## src/rtl/dwt_pkg.sv

```systemverilog
`timescale 1ns/1ps
package dwt_pkg;
    localparam int OCT_W   = 2;   // octave code 0..3 (octave 1..4)
    localparam int TAG_W   = 3;
    localparam int FRAME_W = 4;   // 16-slot frame

    typedef enum logic [TAG_W-1:0] {
        TAG_NONE = 3'd0,
        TAG_HP1  = 3'd1,
        TAG_HP2  = 3'd2,
        TAG_HP3  = 3'd3,
        TAG_HP4  = 3'd4,
        TAG_LP4  = 3'd5
    } band_tag_e;

    // Slot table of the shared section: {issue, octave code}
    function automatic logic [2:0] slot_pick(input logic [FRAME_W-1:0] s);
        if (s[1:0] == 2'd0)      return 3'b1_01;
        else if (s[2:0] == 3'd2) return 3'b1_10;
        else if (s == 4'd6)      return 3'b1_11;
        else                     return 3'b0_01;
    endfunction
endpackage

```

## src/rtl/dwt_lattice_stage.sv

```systemverilog
`timescale 1ns/1ps
module dwt_lattice_stage #(
    parameter int W       = 16,
    parameter int CW      = 4,
    parameter int FRAC    = 2,
    parameter int MUL_LAT = 4,
    parameter int ADD_LAT = 2,
    parameter int COEF    = 1
) (
    input  logic                        clk,
    input  logic                        rst_n,
    input  logic                        in_vld,
    input  logic [dwt_pkg::OCT_W-1:0]   in_oct,
    input  logic signed [W-1:0]         in_p,
    input  logic signed [W-1:0]         in_q,
    output logic                        out_vld,
    output logic [dwt_pkg::OCT_W-1:0]   out_oct,
    output logic signed [W-1:0]         out_u,
    output logic signed [W-1:0]         out_v
);
    localparam logic signed [CW-1:0] COEF_S = CW'(COEF);

    typedef struct packed {
        logic                      vld;
        logic [dwt_pkg::OCT_W-1:0] oct;
        logic signed [W-1:0]       p;
        logic signed [W-1:0]       q;
        logic signed [W-1:0]       mp;
        logic signed [W-1:0]       mq;
    } mul_t;

    typedef struct packed {
        logic                      vld;
        logic [dwt_pkg::OCT_W-1:0] oct;
        logic signed [W-1:0]       u;
        logic signed [W-1:0]       v;
    } add_t;

    mul_t mul_q [MUL_LAT];
    mul_t mul_d [MUL_LAT];
    add_t add_q [ADD_LAT];
    add_t add_d [ADD_LAT];

    function automatic logic signed [W-1:0] scale(input logic signed [W-1:0] a);
        logic signed [W+CW-1:0] prod;
        logic signed [W+CW-1:0] shf;
        prod = a * COEF_S;
        shf  = prod >>> FRAC;
        return shf[W-1:0];
    endfunction

    always_comb begin
        mul_d[0].vld = in_vld;
        mul_d[0].oct = in_oct;
        mul_d[0].p   = in_p;
        mul_d[0].q   = in_q;
        mul_d[0].mp  = scale(in_p);
        mul_d[0].mq  = scale(in_q);
        for (int i = 1; i < MUL_LAT; i++) mul_d[i] = mul_q[i-1];

        add_d[0].vld = mul_q[MUL_LAT-1].vld;
        add_d[0].oct = mul_q[MUL_LAT-1].oct;
        add_d[0].u   = mul_q[MUL_LAT-1].p  + mul_q[MUL_LAT-1].mq;
        add_d[0].v   = mul_q[MUL_LAT-1].mp - mul_q[MUL_LAT-1].q;
        for (int i = 1; i < ADD_LAT; i++) add_d[i] = add_q[i-1];
    end

    always_ff @(posedge clk) begin
        if (!rst_n) begin
            for (int i = 0; i < MUL_LAT; i++) mul_q[i] <= '0;
            for (int i = 0; i < ADD_LAT; i++) add_q[i] <= '0;
        end else begin
            for (int i = 0; i < MUL_LAT; i++) mul_q[i] <= mul_d[i];
            for (int i = 0; i < ADD_LAT; i++) add_q[i] <= add_d[i];
        end
    end

    assign out_vld = add_q[ADD_LAT-1].vld;
    assign out_oct = add_q[ADD_LAT-1].oct;
    assign out_u   = add_q[ADD_LAT-1].u;
    assign out_v   = add_q[ADD_LAT-1].v;
endmodule

```

## src/rtl/dwt_lattice_section.sv

```systemverilog
`timescale 1ns/1ps
module dwt_lattice_section #(
    parameter int W       = 16,
    parameter int CW      = 4,
    parameter int FRAC    = 2,
    parameter int MUL_LAT = 4,
    parameter int ADD_LAT = 2,
    parameter int C0      = -7,
    parameter int C1      = 1,
    parameter int NOCT    = 1,
    parameter int BASE    = 0
) (
    input  logic                        clk,
    input  logic                        rst_n,
    input  logic                        in_vld,
    input  logic [dwt_pkg::OCT_W-1:0]   in_oct,
    input  logic signed [W-1:0]         in_e,
    input  logic signed [W-1:0]         in_o,
    output logic                        out_vld,
    output logic [dwt_pkg::OCT_W-1:0]   out_oct,
    output logic signed [W-1:0]         out_lo,
    output logic signed [W-1:0]         out_hi
);
    logic                        s0_vld;
    logic [dwt_pkg::OCT_W-1:0]   s0_oct;
    logic signed [W-1:0]         s0_u;
    logic signed [W-1:0]         s0_v;
    logic signed [W-1:0]         prev_sel;
    logic signed [W-1:0]         vprev_q [NOCT];
    logic signed [W-1:0]         vprev_d [NOCT];

    dwt_lattice_stage #(
        .W(W), .CW(CW), .FRAC(FRAC), .MUL_LAT(MUL_LAT), .ADD_LAT(ADD_LAT), .COEF(C0)
    ) u_stage0 (
        .clk(clk), .rst_n(rst_n),
        .in_vld(in_vld), .in_oct(in_oct), .in_p(in_e), .in_q(in_o),
        .out_vld(s0_vld), .out_oct(s0_oct), .out_u(s0_u), .out_v(s0_v)
    );

    // per-octave one-pair delay on the cross branch
    always_comb begin
        prev_sel = '0;
        for (int k = 0; k < NOCT; k++) begin
            vprev_d[k] = vprev_q[k];
            if (s0_oct == dwt_pkg::OCT_W'(BASE + k)) begin
                prev_sel = vprev_q[k];
                if (s0_vld) vprev_d[k] = s0_v;
            end
        end
    end

    always_ff @(posedge clk) begin
        if (!rst_n) begin
            for (int k = 0; k < NOCT; k++) vprev_q[k] <= '0;
        end else begin
            for (int k = 0; k < NOCT; k++) vprev_q[k] <= vprev_d[k];
        end
    end

    dwt_lattice_stage #(
        .W(W), .CW(CW), .FRAC(FRAC), .MUL_LAT(MUL_LAT), .ADD_LAT(ADD_LAT), .COEF(C1)
    ) u_stage1 (
        .clk(clk), .rst_n(rst_n),
        .in_vld(s0_vld), .in_oct(s0_oct), .in_p(s0_u), .in_q(prev_sel),
        .out_vld(out_vld), .out_oct(out_oct), .out_u(out_lo), .out_v(out_hi)
    );
endmodule

```

## src/rtl/dwt_fold_analysis.sv

```systemverilog
`timescale 1ns/1ps
module dwt_fold_analysis #(
    parameter int W       = 16,
    parameter int CW      = 4,
    parameter int FRAC    = 2,
    parameter int MUL_LAT = 4,
    parameter int ADD_LAT = 2,
    parameter int C0      = -7,
    parameter int C1      = 1
) (
    input  logic          clk,
    input  logic          rst_n,
    input  logic [W-1:0]  x_in,
    output logic          y_valid,
    output logic [2:0]    y_tag,
    output logic [W-1:0]  y_data
);
    import dwt_pkg::*;

    typedef struct packed {
        logic [FRAME_W-1:0]  cnt;
        logic [W-1:0]        x_even;
        logic [3:1]          par;
        logic [3:1]          pend_v;
        logic [3:1][W-1:0]   ehold;
        logic [3:1][W-1:0]   pend_e;
        logic [3:1][W-1:0]   pend_o;
        logic                hold_v;
        logic [W-1:0]        hold_val;
        logic                y_valid;
        logic [TAG_W-1:0]    y_tag;
        logic [W-1:0]        y_data;
    } state_t;

    state_t st_q, st_d;

    logic                a_vld;
    logic [W-1:0]        a_e, a_o;
    logic                a_out_vld;
    logic [OCT_W-1:0]    a_out_oct;
    logic signed [W-1:0] a_lo, a_hi;

    logic [2:0]          pick;
    logic                b_vld;
    logic [OCT_W-1:0]    b_oct;
    logic [W-1:0]        b_e, b_o;
    logic                b_out_vld;
    logic [OCT_W-1:0]    b_out_oct;
    logic signed [W-1:0] b_lo, b_hi;

    logic [3:1]          arr_v;
    logic [3:1][W-1:0]   arr_val;
    logic                lo4_v;

    always_comb begin
        st_d     = st_q;
        st_d.cnt = st_q.cnt + FRAME_W'(1);

        // octave 1 pairing: even sample held, pair issued on odd clock
        if (!st_q.cnt[0]) st_d.x_even = x_in;
        a_vld = st_q.cnt[0];
        a_e   = st_q.x_even;
        a_o   = x_in;

        // shared section issue from slot table
        pick  = slot_pick(st_q.cnt);
        b_oct = pick[1:0];
        b_vld = pick[2] & st_q.pend_v[b_oct];
        b_e   = st_q.pend_e[b_oct];
        b_o   = st_q.pend_o[b_oct];
        if (b_vld) st_d.pend_v[b_oct] = 1'b0;

        // lowpass arrivals feeding octaves 2..4
        arr_v[1]   = a_out_vld && (a_out_oct == 2'd0);
        arr_val[1] = a_lo;
        arr_v[2]   = b_out_vld && (b_out_oct == 2'd1);
        arr_val[2] = b_lo;
        arr_v[3]   = b_out_vld && (b_out_oct == 2'd2);
        arr_val[3] = b_lo;
        lo4_v      = b_out_vld && (b_out_oct == 2'd3);

        for (int k = 1; k <= 3; k++) begin
            if (arr_v[k]) begin
                if (!st_q.par[k]) begin
                    st_d.ehold[k] = arr_val[k];
                    st_d.par[k]   = 1'b1;
                end else begin
                    st_d.pend_e[k] = st_q.ehold[k];
                    st_d.pend_o[k] = arr_val[k];
                    st_d.pend_v[k] = 1'b1;
                    st_d.par[k]    = 1'b0;
                end
            end
        end

        // output merge
        st_d.y_valid = 1'b0;
        st_d.y_tag   = TAG_NONE;
        st_d.y_data  = '0;
        if (a_out_vld) begin
            st_d.y_valid = 1'b1;
            st_d.y_tag   = TAG_HP1;
            st_d.y_data  = a_hi;
        end else if (b_out_vld) begin
            st_d.y_valid = 1'b1;
            st_d.y_tag   = {1'b0, b_out_oct} + 3'd1;
            st_d.y_data  = b_hi;
        end else if (st_q.hold_v) begin
            st_d.y_valid = 1'b1;
            st_d.y_tag   = TAG_LP4;
            st_d.y_data  = st_q.hold_val;
            st_d.hold_v  = 1'b0;
        end
        if (lo4_v) begin
            st_d.hold_v   = 1'b1;
            st_d.hold_val = b_lo;
        end
    end

    always_ff @(posedge clk) begin
        if (!rst_n) st_q <= '0;
        else        st_q <= st_d;
    end

    dwt_lattice_section #(
        .W(W), .CW(CW), .FRAC(FRAC), .MUL_LAT(MUL_LAT), .ADD_LAT(ADD_LAT),
        .C0(C0), .C1(C1), .NOCT(1), .BASE(0)
    ) u_sec_first (
        .clk(clk), .rst_n(rst_n),
        .in_vld(a_vld), .in_oct(2'd0), .in_e(a_e), .in_o(a_o),
        .out_vld(a_out_vld), .out_oct(a_out_oct), .out_lo(a_lo), .out_hi(a_hi)
    );

    dwt_lattice_section #(
        .W(W), .CW(CW), .FRAC(FRAC), .MUL_LAT(MUL_LAT), .ADD_LAT(ADD_LAT),
        .C0(C0), .C1(C1), .NOCT(3), .BASE(1)
    ) u_sec_shared (
        .clk(clk), .rst_n(rst_n),
        .in_vld(b_vld), .in_oct(b_oct), .in_e(b_e), .in_o(b_o),
        .out_vld(b_out_vld), .out_oct(b_out_oct), .out_lo(b_lo), .out_hi(b_hi)
    );

    assign y_valid = st_q.y_valid;
    assign y_tag   = st_q.y_tag;
    assign y_data  = st_q.y_data;
endmodule

```

## config.mk

```make
export PLATFORM = sky130hd
export DESIGN_NAME = dwt_fold_analysis
export DESIGN_NICKNAME = d
export VERILOG_FILES = /design/src/rtl/dwt_pkg.sv /design/src/rtl/dwt_lattice_stage.sv /design/src/rtl/dwt_lattice_section.sv /design/src/rtl/dwt_fold_analysis.sv
export SDC_FILE = /design/constraint.sdc
export NUM_CORES = 2
export LEC_CHECK = 0
export ABC_AREA = 1
export CORE_ASPECT_RATIO = 1.75
export CORE_MARGIN = 2
export CORE_UTILIZATION = 35
export DETAILED_ROUTE_END_ITERATION = 7
export SLEW_MARGIN = 10
export SYNTH_ARGS = -nofsm -noshare
export SYNTH_HDL_FRONTEND = slang
export SYNTH_SLANG_ARGS = --single-unit
```

## constraint.sdc

```tcl
create_clock -name clk -period 4.82 [get_ports clk]
set_input_delay 1.205 -clock clk [delete_from_list [all_inputs] [get_ports clk]]
set_output_delay 1.205 -clock clk [all_outputs]
set_load 0.02 [all_outputs]
```

=== Word-level counts from Yosys, hierarchy flattened ===
Memory sizes are Yosys's and may differ from the RTL's.
Index checks and enable logic that the tools add are counted.

* Register bits after elaboration: 207
* Memory bits (writable): 1416
* Input bits: 18
* Output and inout bits: 20
* Word-level logic and storage cells: 178
* Memories: 10

* Add/subtract/negate cells: 10
* $mul: 4
* Magnitude comparators: 2
* Equality and inequality tests: 10
* Mux-type cells: 70
* Bitwise operators: 34
* Reduce and logical (&&, ||, !) cells: 17

{| class="wikitable"
|+ Memories
! memory !! words !! width !! rd ports !! clocked after Yosys merged registers in !! wr ports !! RTL line !! RTL
|-
| u_sec_first.u_stage0.mul_q || 4 || 67 || 4 || 0 || 4 || dwt_lattice_stage.sv:39 || <nowiki>mul_t mul_q [MUL_LAT];</nowiki>
|-
| u_sec_first.u_stage1.mul_q || 4 || 67 || 4 || 0 || 4 || dwt_lattice_stage.sv:39 ||
|-
| u_sec_shared.u_stage0.mul_q || 4 || 67 || 4 || 0 || 4 || dwt_lattice_stage.sv:39 ||
|-
| u_sec_shared.u_stage1.mul_q || 4 || 67 || 4 || 0 || 4 || dwt_lattice_stage.sv:39 ||
|-
| u_sec_first.u_stage0.add_q || 2 || 35 || 2 || 0 || 2 || dwt_lattice_stage.sv:41 || <nowiki>add_t add_q [ADD_LAT];</nowiki>
|-
| u_sec_first.u_stage1.add_q || 2 || 35 || 2 || 0 || 2 || dwt_lattice_stage.sv:41 ||
|-
| 4 more memories || n/a || n/a || n/a || n/a || n/a || n/a ||
|}

{| class="wikitable"
|+ Operators with widths
! operator !! number
|-
| $mux W67 || 16
|-
| $mux W16 || 18
|-
| $mux W35 || 8
|-
| $mul A16 B4 Y18 const B || 4
|-
| $add A16 B16 Y16 || 4
|-
| $bmux W16 S2 || 2
|-
| $sub A16 B16 Y16 || 4
|-
| $mux W20 || 3
|-
| $or A1 B1 Y1 || 27
|-
| $mux W17 || 1
|-
| $mux W1 || 16
|-
| $reduce_or A16 Y1 || 1
|-
| $reduce_and A2 Y1 || 7
|-
| $mux W3 || 4
|-
| $eq A2 B2 Y1 const B || 4
|-
| $logic_not A2 Y1 || 3
|-
| $logic_and A1 B1 Y1 || 5
|-
| $add A4 B1 Y4 const B || 1
|-
| $eq A2 B1 Y1 const B || 2
|-
| $eq A4 B3 Y1 const B || 1
|-
| $ne A2 B1 Y1 const B || 2
|-
| $not A1 Y1 || 4
|-
| $add A2 B1 Y3 const B || 1
|-
| $and A3 B3 Y3 || 1
|-
| other kinds (8) || 8
|}

=== Longest topological paths before layout ===
* Depth after elaboration: 13
* Mapped depth: 25

=== Cells and area by module ===
From an unflattened synthesis, not the netlist that was laid out.

* Cells, all modules: 7003
* Area, all modules: 52927.0 µm²

{| class="wikitable"
|+ By module, submodules not included
! module !! times used !! cells each !! area each (µm²) !! seq. area each (µm²)
|-
| dwt_lattice_stage at u_sec_first.u_stage0 || 1 || 1720 || 13150.1 || 6606.3
|-
| dwt_lattice_stage at u_sec_shared.u_stage0 || 1 || 1712 || 13092.6 || 6606.3
|-
| dwt_fold_analysis || 1 || 1051 || 8240.4 || 4144.0
|-
| dwt_lattice_stage at u_sec_shared.u_stage1 || 1 || 1000 || 7673.6 || 4204.0
|-
| dwt_lattice_stage at u_sec_first.u_stage1 || 1 || 1003 || 7662.3 || 4204.0
|-
| dwt_lattice_section at u_sec_shared || 1 || 378 || 2242.2 || 960.9
|-
| dwt_lattice_section at u_sec_first || 1 || 139 || 865.8 || 320.3
|}

=== Worst setup path before layout ===
OpenSTA, ideal clock, no wires.

* Path type: register to register
* Start point: register st_q, in the netlist a_vld
* End point: memory u_sec_shared.u_stage0.mul_q[0][27] in the netlist's numbering
* Data arrival time: 3.472 ns
* Required time: 4.707 ns
* Setup slack: 1.235 ns
* Cell stages (with the launch flop): 23
* Clock period less this slack: 3.585 ns
* Path through: dfxtp_1 > clkbuf_1 > clkbuf_1 > inv_1 > ha_1 > inv_2 > nand3_4 > buf_8 > buf_2 > o21ai_0 > o21ai_0 > nand2_1 > inv_2 > ha_1 > ha_1 > ha_1 > a21oi_1 > o21ai_0 > a21oi_1 > o21ai_0 > nand2_1 > nand2_1 > nor2_1

{| class="wikitable"
|+ RTL lines
! what !! RTL line !! RTL
|-
| from (decl) || dwt_fold_analysis.sv:35 || <nowiki>state_t st_q, st_d;</nowiki>
|-
| from (signal assigned) || dwt_fold_analysis.sv:122 || <nowiki>else st_q <= st_d;</nowiki>
|-
| to (decl) || dwt_lattice_stage.sv:39 ||
|}

==> reports/results.txt <==
Endpoints failing setup: 0
Post CTS Setup Buffer Count: 0
CTS Buf Count: 116
Fin crit period: 4.11 ns
Commonest non-fill, non-tap cell in the layout: dfxtp_1
Residual DRC: 0
Max_slew headroom: 0.230
Max Fclk: 0.243 GHz
Max clock buf depth: 3
Final Hold Viols: 0
Avg Cell Area, Syn: 8.10 sq um
RSZ-0062 raised after global routing: no
Skew final: 0.0633 ns
First-pass DRT Iterations: 8
WS Path Type: reg2reg
Int Pwr: 17500 uW
Port bufs: 37
Final period utilization: 0.853
Leakage: 0.0299 uW
Worst Path Required: 5.41 ns
Worst setup margin: 0.711 ns
Die H: 500 um
Gate power share: 0.075
CP cell instances: inv_1, ha_1, nand3_4, nand2_4, o21ai_0, inv_1, ha_1, ha_1, ha_1, nand2_1, inv_1, nand3_1, nor2_1, nand2_1, nand3_1, nand3_1, nand2_1, nor2_1
Max-Cap Viols: 0
H-tree Lvls: 3
Die Area: 143000 sq um
First-pass GRT wire length: 181000 um
Top cells by area, synth: dfxtp_1, nand2_1, inv_1
Sequential fraction of the synthesis area: 0.541
Total Wirelength: 113000 um
Worst slew pin tran: 1.15 ns
Clock Sinks: 1327
Core Area: 139000 sq um
Synthesized area: 49100 sq um
Mean routed wirelength per cell: 14.2 um
P&R area growth vs syn: 12.3%
Routed Antenna Nets: 0
Setup TNS: 0 ns
Layout cell share with drive strength beyond 1: 0.0454
Max-slew violations: 0
Clock power frac: 0.425
Most frequent cells in the layout: dfxtp_1, nand2_1, inv_1
Peak supply drop: 0.343 mV
Initial Util: 0.353
Crit end category: flip-flop
Worst setup SP type: flip-flop
Vias in the first global route: 35300
Nets: 6329
Die width: 287 um
Sw Ratio: 0.240
Worst path arrival time: 4.70 ns
PD cells: 418 nW/um^2
Yosys top cell area share: 0.541
Min-Delay Path Class: reg2reg
Psw: 5520 uW
Reg power frac: 0.500
Clock insertion delay at the later pin of the skew report: 0.76 ns
Clock-pin slew on the worst setup and hold paths: 0.06 ns
Hold-fix buffers at CTS: 0
Status: complete, no violations
Max stage delay cell, worst path: o21ai_0
Synth Warn #: 0
Netlist cell types: 47
Yosys reg bits: 1327
# IOs: 38
Most frequent CP cell: ha_1
Post-synth EDFFs: 0
Ant diodes: 0
Post-DP HPWL: 82300 um
Total power: 23000 uW
Pre-CTS worst setup slack: 0.819 ns
CTS tree: yes
Post-Syn Instances: 6066
CTS root buffer: clkbuf_16
Crit path largest cell delay: 0.80 ns
Final Wtd Congestion: 0.903
Share of flip-flops with an asynchronous set or reset: 0
Critical Path Fanout Max: 58
Grt ovf: 0
Area leader, netlist: dfxtp_1
Initial antenna violation count: 0
Cell Rows: 181
1st-iter DRT viols: 1500
Pin count of the biggest net entering global routing: 167
Via count: 35100
Syn_nets: 6372
PostCTS Resize Cnt: 0
DR vias/cell: 4.41
GRT Util Overall: 0.159
Top_reg_cell synth: dfxtp_1
state kept, by name (all words and copies together), names as in the netlist, 48 cells and up:
signal,cells
u_sec_shared.vprev_q,48
u_sec_shared.u_stage0.add_q,70
u_sec_shared.u_stage1.add_q,70
st_q,170
u_sec_first.u_stage0.add_q,66
u_sec_shared.u_stage0.mul_q,260
u_sec_shared.u_stage1.mul_q,140
u_sec_first.u_stage0.mul_q,252
u_sec_first.u_stage1.mul_q,132
u_sec_first.u_stage1.add_q,66
worst max-delay path: cells and delay by family, from the launching register on:
kind / cells / cell delay (ns)
compound gates: 1 / 0.80
flops: 1 / 0.33
fa+ha+maj: 4 / 1.23
buf+inv: 3 / 0.23
simple gates: 10 / 1.35
cell type report:
type,count,area (sq um)
Clock buffer,153,3250
Clock inverter,64,877
Fill cell,14200,84100
Inverter,1234,4630
Multi-Input combinational cell,3281,16900
Sequential cell,1327,26600
Tap cell,1830,2290
Timing Repair Buffer,63,671
path summary, 6_finish.rpt:
check                                                     start                                            end  slack, ns  cells after the start
setup / recovery                               a_vld$_SDFF_PN0_  u_sec_shared.u_stage0.mul_q[0][15]$_SDFF_PN0_       0.71                     18
setup reg to reg                               a_vld$_SDFF_PN0_  u_sec_shared.u_stage0.mul_q[0][15]$_SDFF_PN0_       0.71                     18
hold reg to reg   u_sec_shared.u_stage0.mul_q[0][42]$_SDFF_PN0_  u_sec_shared.u_stage0.mul_q[1][42]$_SDFF_PN0_       0.36                      2
hold / removal    u_sec_shared.u_stage0.mul_q[0][42]$_SDFF_PN0_  u_sec_shared.u_stage0.mul_q[1][42]$_SDFF_PN0_       0.36                      2
Yosys cell counts, types with 4 or more instances:
| library cell | n |
|---|---|
| dfxtp_1 | 1327 |
| o21ai_1 | 10 |
| nand4_1 | 15 |
| o21ai_0 | 452 |
| nand3_2 | 5 |
| o21a_1 | 21 |
| nand3b_1 | 4 |
| nor3_1 | 14 |
| a21o_1 | 17 |
| ha_1 | 278 |
| a21oi_1 | 435 |
| buf_1 | 21 |
| nand2_2 | 5 |
| buf_4 | 21 |
| and2_1 | 4 |
| o22ai_1 | 31 |
| nand2_1 | 1242 |
| or2_2 | 4 |
| a22oi_1 | 4 |
| clkinv_1 | 5 |
| nor2_1 | 528 |
| buf_2 | 81 |
| inv_2 | 23 |
| inv_1 | 1206 |
| o21bai_1 | 7 |
| clkbuf_1 | 95 |
| fa_1 | 10 |
| o31ai_1 | 9 |
| xnor2_1 | 9 |
| nor2_2 | 5 |
| nand3_1 | 142 |
| xor2_1 | 9 |
routing by layer:
layer / GRT usage / wire, um
met5: 0 / 0
met2: 0.320 / 62400
met4: 0.100 / 7430
met1: 0.148 / 40300
met3: 0.0195 / 2990
metrics by stage:
step / cell area (sq um) / cells / hold slack (ns) / utilization
2_1_floorplan: 49100 / 6066 / 0.390 / -
3_3_place_gp: 51000 / 7735 / 0.391 / 0.366
3_5_place_dp: 51000 / 7735 / 0.395 / 0.366
4_1_cts: 55100 / 7952 / 0.359 / 0.396
5_1_grt: 55200 / 7952 / 0.382 / 0.396
6_report: 55200 / 7952 / 0.362 / 0.396
power groups by stage:
stage / clock, uW / sequential, uW / combinational (uW)
finish: 9790 / 11500 / 1730
global route: 10500 / 11500 / 2000
CTS: 10100 / 11500 / 1750
detailed placement: 0 / 11800 / 1740
global placement: 0 / 11800 / 1730
floorplan: 0 / 11700 / 1300
kinds of logic (layout without fill, tap and decap cells):
logic type                 count (synthesis)  after routing  share of synthesized area
adders and majority gates                288            288                     0.0749
DFF                                     1327           1327                      0.541
and+or+nand+nor                         1971           1971                      0.158
buffers and inverters                   1458           1514                      0.116
AOI/OAI and AO/OA                       1004           1004                      0.107
xor gates and xnor gates                  18             18                    0.00321
Note: power is estimated with default switching activity, not from simulation.
